$ cat src/rtl/rs_pkg.sv
package rs_pkg;

    typedef enum logic [1:0] {
        ARB_IDLE      = 2'd0,
        ARB_HOST      = 2'd1,
        ARB_REF_ONE   = 2'd2,
        ARB_REF_BURST = 2'd3
    } arb_state_t;

endpackage

$ cat src/rtl/rs_tick_gen.sv
module rs_tick_gen #(
    parameter int GAP_DIST  = 8,
    parameter int GAP_BURST = 48
) (
    input  logic clk,
    input  logic rst_n,
    input  logic mode_burst,
    output logic tick
);
    localparam int GAP_MAX = (GAP_DIST > GAP_BURST) ? GAP_DIST : GAP_BURST;
    localparam int CW      = $clog2(GAP_MAX + 1);

    logic [CW-1:0] cnt_q;
    logic [CW-1:0] lim;

    // terminal count follows the active mode
    assign lim  = mode_burst ? CW'(GAP_BURST - 1) : CW'(GAP_DIST - 1);
    assign tick = (cnt_q >= lim);

    always_ff @(posedge clk) begin
        if (!rst_n) begin
            cnt_q <= '0;
        end else if (tick) begin
            cnt_q <= '0;
        end else begin
            cnt_q <= cnt_q + CW'(1);
        end
    end
endmodule

$ cat src/rtl/rs_row_ctr.sv
module rs_row_ctr #(
    parameter int ROWS = 8,
    localparam int RW  = $clog2(ROWS)
) (
    input  logic          clk,
    input  logic          rst_n,
    input  logic          adv,
    output logic [RW-1:0] row_q,
    output logic          wrap_p
);
    localparam logic [RW-1:0] LAST = RW'(ROWS - 1);

    always_ff @(posedge clk) begin
        if (!rst_n) begin
            row_q  <= '0;
            wrap_p <= 1'b0;
        end else begin
            wrap_p <= adv && (row_q == LAST);
            if (adv) begin
                row_q <= (row_q == LAST) ? '0 : row_q + RW'(1);
            end
        end
    end
endmodule

$ cat src/rtl/rs_row_mux.sv
module rs_row_mux #(
    parameter int RW = 3
) (
    input  logic          ref_req,
    input  logic          cbr_style,
    input  logic [RW-1:0] ctr_row,
    input  logic [RW-1:0] host_row,
    output logic [RW-1:0] row_out,
    output logic          row_drive,
    output logic          ref_cbr
);
    always_comb begin
        row_out   = ref_req ? ctr_row : host_row;
        ref_cbr   = ref_req && cbr_style;
        // internal-counter refresh leaves the address bus floating
        row_drive = !(ref_req && cbr_style);
    end
endmodule

$ cat src/rtl/rs_arbiter.sv
module rs_arbiter
    import rs_pkg::*;
#(
    parameter int ROWS       = 8,
    parameter int STARVE_LIM = 4
) (
    input  logic clk,
    input  logic rst_n,
    input  logic mode_burst,
    input  logic tick,
    input  logic host_req,
    input  logic host_done,
    input  logic cyc_done,
    output logic host_gnt,
    output logic ref_req,
    output logic adv
);
    localparam int LW = $clog2(ROWS + 1);
    localparam int SW = $clog2(STARVE_LIM + 1);

    arb_state_t    st_q, st_n;
    logic [LW-1:0] debt_q;
    logic [LW-1:0] left_q;
    logic          burst_due_q;
    logic [SW-1:0] wait_q;
    logic          want_ref, starved, debt_inc, debt_dec, burst_end;

    assign want_ref  = mode_burst ? burst_due_q : (debt_q != '0);
    assign starved   = (wait_q >= SW'(STARVE_LIM));
    assign debt_inc  = tick && !mode_burst && (debt_q != LW'(ROWS));
    assign debt_dec  = (st_q == ARB_REF_ONE) && cyc_done;
    assign burst_end = (st_q == ARB_REF_BURST) && cyc_done && (left_q == LW'(1));

    // next state
    always_comb begin
        st_n = st_q;
        unique case (st_q)
            ARB_IDLE: begin
                if (host_req && !(want_ref && starved)) begin
                    st_n = ARB_HOST;
                end else if (want_ref) begin
                    st_n = mode_burst ? ARB_REF_BURST : ARB_REF_ONE;
                end
            end
            ARB_HOST: begin
                if (host_done) st_n = ARB_IDLE;
            end
            ARB_REF_ONE: begin
                if (cyc_done) st_n = ARB_IDLE;
            end
            ARB_REF_BURST: begin
                if (burst_end) st_n = ARB_IDLE;
            end
            default: st_n = ARB_IDLE;
        endcase
    end

    // state register
    always_ff @(posedge clk) begin
        if (!rst_n) st_q <= ARB_IDLE;
        else        st_q <= st_n;
    end

    // outputs
    always_comb begin
        host_gnt = 1'b0;
        ref_req  = 1'b0;
        unique case (st_q)
            ARB_HOST:                   host_gnt = 1'b1;
            ARB_REF_ONE, ARB_REF_BURST: ref_req  = 1'b1;
            default: ;
        endcase
        adv = ref_req && cyc_done;
    end

    // refresh debt, burst run length and starvation age
    always_ff @(posedge clk) begin
        if (!rst_n) begin
            debt_q      <= '0;
            left_q      <= '0;
            burst_due_q <= 1'b0;
            wait_q      <= '0;
        end else begin
            unique case ({debt_inc, debt_dec})
                2'b10:   debt_q <= debt_q + LW'(1);
                2'b01:   debt_q <= debt_q - LW'(1);
                default: debt_q <= debt_q;
            endcase

            burst_due_q <= (burst_due_q && !burst_end) || (tick && mode_burst);

            if (st_q == ARB_IDLE && st_n == ARB_REF_BURST) begin
                left_q <= LW'(ROWS);
            end else if (st_q == ARB_REF_BURST && cyc_done) begin
                left_q <= left_q - LW'(1);
            end

            if (st_q == ARB_REF_ONE || st_q == ARB_REF_BURST || !want_ref) begin
                wait_q <= '0;
            end else if (!starved) begin
                wait_q <= wait_q + SW'(1);
            end
        end
    end
endmodule

$ cat src/rtl/refresh_sched.sv
module refresh_sched #(
    parameter int ROWS        = 8,
    parameter int RETAIN_CLKS = 64,
    parameter int BURST_GAP   = 48,
    parameter int STARVE_LIM  = 4,
    localparam int ROW_W      = $clog2(ROWS),
    localparam int DIST_GAP   = RETAIN_CLKS / ROWS
) (
    input  logic             clk,
    input  logic             rst_n,
    input  logic             mode_burst,
    input  logic             cbr_style,
    input  logic             host_req,
    input  logic [ROW_W-1:0] host_row,
    input  logic             host_done,
    input  logic             cyc_done,
    output logic             host_gnt,
    output logic             ref_req,
    output logic             ref_cbr,
    output logic [ROW_W-1:0] row_out,
    output logic             row_drive,
    output logic             pass_done
);
    logic             tick;
    logic             adv;
    logic [ROW_W-1:0] row_q;

    rs_tick_gen #(
        .GAP_DIST  (DIST_GAP),
        .GAP_BURST (BURST_GAP)
    ) u_tick (
        .clk        (clk),
        .rst_n      (rst_n),
        .mode_burst (mode_burst),
        .tick       (tick)
    );

    rs_arbiter #(
        .ROWS       (ROWS),
        .STARVE_LIM (STARVE_LIM)
    ) u_arb (
        .clk        (clk),
        .rst_n      (rst_n),
        .mode_burst (mode_burst),
        .tick       (tick),
        .host_req   (host_req),
        .host_done  (host_done),
        .cyc_done   (cyc_done),
        .host_gnt   (host_gnt),
        .ref_req    (ref_req),
        .adv        (adv)
    );

    rs_row_ctr #(
        .ROWS (ROWS)
    ) u_ctr (
        .clk    (clk),
        .rst_n  (rst_n),
        .adv    (adv),
        .row_q  (row_q),
        .wrap_p (pass_done)
    );

    rs_row_mux #(
        .RW (ROW_W)
    ) u_mux (
        .ref_req   (ref_req),
        .cbr_style (cbr_style),
        .ctr_row   (row_q),
        .host_row  (host_row),
        .row_out   (row_out),
        .row_drive (row_drive),
        .ref_cbr   (ref_cbr)
    );
endmodule

$ cat config.mk
export PLATFORM = sky130hd
export DESIGN_NAME = refresh_sched
export DESIGN_NICKNAME = d
export VERILOG_FILES = /design/src/rtl/rs_pkg.sv /design/src/rtl/rs_tick_gen.sv /design/src/rtl/rs_row_ctr.sv /design/src/rtl/rs_row_mux.sv /design/src/rtl/rs_arbiter.sv /design/src/rtl/refresh_sched.sv
export SDC_FILE = /design/constraint.sdc
export NUM_CORES = 1
export LEC_CHECK = 0
export BUFFER_PORTS_ARGS = -buffer_cell sky130_fd_sc_hd__buf_2
export CORE_MARGIN = 10
export CORE_UTILIZATION = 60
export DETAILED_ROUTE_END_ITERATION = 10
export PLACE_DENSITY = 0.85
export SLEW_MARGIN = 0
export SYNTH_ARGS = -nofsm -noshare
export SYNTH_HDL_FRONTEND = slang
export SYNTH_SLANG_ARGS = --single-unit
$ cat constraint.sdc
create_clock -name clk -period 7.05 [get_ports clk]
set_input_delay 0.705 -clock clk [delete_from_list [all_inputs] [get_ports clk]]
set_output_delay 0.705 -clock clk [all_outputs]
set_load 0.1 [all_outputs]
==> summary.md <==
| Metric | Value |
|---|---|
| Cells after synthesis | 147 |
| Post-route DRC | 0 |
| Placeable Area | 2190 um2 |
| Fillers | 180 |
| Die area | 4560 um2 |
| 1st-iter DRT viols | 52 |
| Detail Route Antenna Nets | 0 |
| Die height | 67.5 um |
| Final-report setup violation count | 0 |
| Worst Skew | 8.79 ps |
| Finished Cell Area | 1490 um2 |
| Synth warn | 0 |
| Achievable Freq | 0.324 GHz |
| Clock Path Buffers | 2 |
| Syn nets | 169 |
| Unrepaired setup endpoints after global routing | no |
| Capture point of the worst reg-to-reg path | u_arb.debt_q[2]$_SDFFE_PN0P_ |
| Min-Delay Path Class | reg2reg |
| Number of global-route vias before repair | 1091 |
| Post-DP HPWL | 1.99 mm |
| Setup TNS Final | 0 ps |
| CTS Hold Bufs | 0 |
| Top cell type's share of synthesized area | 35.5% |
| Root Driver | clkbuf_4 |
| Yosys reg bits | 24 |
| Layout cells sized above 1 | 19.1% |
| Register area | 480 um2 |
| Largest net degree at the start of global routing | 22 |
| Drt total wl | 2.54 mm |
| H-tree depth | 1 |
| Clock slew at reported path FFs | 130 ps |
| Initial antenna violation count | 0 |
| DR WL/cell | 13.3 um |
| Distinct cells, synth | 40 |
| # rows | 17 |
| WHS Path Cells | 1 |
| Diode count | 0 |
| Minimum clock period | 3080 ps |
| Area leader, netlist | dfxtp_1 |
| CP arrival | 3330 ps |
| Initial Util | 61.8% |
| Hold Crit Start | u_tick.cnt_q[0]$_SDFF_PP0_ |
| Gpl congestion | 0.819 |
| Worst flop-to-flop path startpoint | u_tick.cnt_q[3]$_SDFF_PP0_ |
| Hold Slack | 473 ps |
| Crit start category | input pin |
| Clk sinks | 24 |
| TritonRoute pass-1 iters | 4 |
| Total CTS buffers | 3 |
| Post-CTS Setup Bufs | 0 |
| Peak supply drop | 0.144 mV |
| CTS tree | built |
| Tot Pwr | 0.288 mW |
| Post-Syn Area per Cell | 9.21 um2 |
| PD cells | 193 nW/um2 |
| Via density | 5.43 |
| Fin util | 68.1% |
| Port bufs | 17 |
| Multi-input logic area | 813 um2 |
| Worst-Skew Late Latency | 320 ps |
| Crit path max fanout | 5 |
| Post-CTS resize count | 0 |
| Main area contributors after synthesis | dfxtp_1 (35%), ha_1 (11%), nor2_1 (4.2%) |
| Critical path class | in2reg |
| Via count | 1031 |
| Max-Cap Viols | 0 |
| Path depth of the worst reg2reg path | 11 |
| Final period utilization | 43.7% |
| GRT Total Usage | 12.9% |
| Post-DP Area | 1440 um2 |
| First-pass GRT wire length | 4.56 mm |
| Critical Path End Type | flop |
| Register area share after synthesis | 35.5% |
| Synthesized area | 1350 um2 |
| Slew HR | 68.2% |
| Final hold vios | 0 |
| Die width | 67.5 um |
| P_leak | 0.639 nW |
| Layout Nets | 185 |
| Worst Tran Pin Value | 471 ps |
| Global route total overflow | 0 |
| Run status | complete, no violations |
| IO Pins | 18 |
| Layout overhead on the synthesized area | 10.3% |
| Final Max Slew Viols | 0 |
| Hold worst-path end | u_tick.cnt_q[0]$_SDFF_PP0_ |
| Worst reg2reg setup slack | 4200 ps |
| Critical Path RT | 7290 ps |
layout by cell type, fill, tap and decap left out, types with 3 or more instances in the layout:
master | synthesis | layout
nand2_1 | 13 | 13
ha_1 | 12 | 12
nor2b_1 | 5 | 5
mux2_2 | 3 | 3
xnor2_1 | 5 | 5
a21oi_1 | 8 | 8
nor3_1 | 3 | 3
inv_1 | 7 | 7
a21boi_0 | 3 | 3
buf_2 | 0 | 17
xor2_1 | 6 | 6
nand3_1 | 3 | 3
o21ai_0 | 5 | 5
dfxtp_1 | 24 | 24
clkbuf_4 | 0 | 3
mux2i_1 | 4 | 4
nor2_1 | 15 | 15
registers in the layout, indices dropped and copies added (netlist names):
name               count
u_arb.burst_due_q      1
u_arb.wait_q           3
u_arb.left_q           4
u_arb.st_q             2
u_arb.debt_q           4
u_tick.cnt_q           6
u_ctr.wrap_p           1
u_ctr.row_q            3
area by class of cell:
cell class,instances,share of cell area [%]
clock buffer,3,1.51
clock inverter,1,2.01
inverter,7,1.76
multi-input combinational,110,54.5
sequential,24,32.2
tap,28,2.35
timing repair buffer,17,5.70
metal layers:
metal	up-vias	routed length (um)	global-route usage [%]
met4	0	82	7.95
li1	542	-	-
met2	12	1350	23.8
met3	8	82	3.31
met1	469	1020	12.4
met5	-	0	0
synthesized netlist by cell type (all sizes together):
| cell | n |
|---|---|
| nand3 | 4 |
| nor4 | 2 |
| or3 | 1 |
| dfxtp | 24 |
| or4b | 1 |
| o31ai | 1 |
| nand2 | 13 |
| nor4b | 2 |
| ha | 12 |
| nor4bb | 2 |
| o21ai | 5 |
| clkbuf | 4 |
| and3 | 1 |
| nand4 | 1 |
| mux2i | 4 |
| inv | 7 |
| a311o | 1 |
| a21oi | 8 |
| xor2 | 6 |
| a22o | 1 |
| nand2b | 1 |
| xnor2 | 5 |
| nor3b | 1 |
| nor2 | 15 |
| o21a | 1 |
| o21ba | 1 |
| or3b | 1 |
| nor2b | 5 |
| buf | 2 |
| a2111oi | 1 |
| a21boi | 3 |
| nor3 | 3 |
| and2 | 3 |
| a211o | 1 |
| o211ai | 1 |
| mux2 | 3 |
per-stage QoR:
step	worst slack [ps]	cells
final	3970	190
after global routing	3680	190
after detailed placement	3630	186
after global placement	3860	186
after floorplan	4100	147
after CTS	3960	190
worst max-delay path by stage:
| stage | slack (ps) | from | cells past startpoint | endpoint |
|---|---|---|---|---|
| floorplan | 4100 | mode_burst | 12 | u_arb.debt_q[2]$_SDFFE_PN0P_ |
| global placement | 3860 | mode_burst | 13 | u_arb.debt_q[2]$_SDFFE_PN0P_ |
| detailed placement | 3630 | mode_burst | 13 | u_arb.debt_q[2]$_SDFFE_PN0P_ |
| CTS | 3960 | mode_burst | 13 | u_arb.debt_q[2]$_SDFFE_PN0P_ |
| global route | 3680 | mode_burst | 13 | u_arb.debt_q[2]$_SDFFE_PN0P_ |
| finish | 3970 | mode_burst | 13 | u_arb.debt_q[2]$_SDFFE_PN0P_ |
worst max-delay path, cell delays in order:
cell	delay [ps]
buf_2	130
inv_1	100
ha_1	310
a311o_1	350
a21oi_1	240
a211o_1	180
ha_1	260
xor2_1	180
ha_1	170
a21oi_1	50
xor2_1	160
or3_1	300
a21boi_0	180
cells by family after synthesis:
| family | count (synthesis) | share of synthesized area, % |
|---|---|---|
| AND/OR/NAND/NOR | 56 | 23.5 |
| AO/OA/AOI/OAI | 24 | 12.9 |
| flip-flops | 24 | 35.5 |
| buffers and inverters | 13 | 4.44 |
| adder cells (fa/ha/maj) | 12 | 11.1 |
| XOR/XNOR | 11 | 7.12 |
| multiplexers | 7 | 5.45 |
power by group:
part	switching (mW)	leakage, nW	total [mW]	internal (mW)
Sequential	0.00470	0.195	0.144	0.139
Combinational	0.0318	0.416	0.0462	0.0144
Clock	0.0405	0.0279	0.0980	0.0575
(Power assumes the default switching activity.)
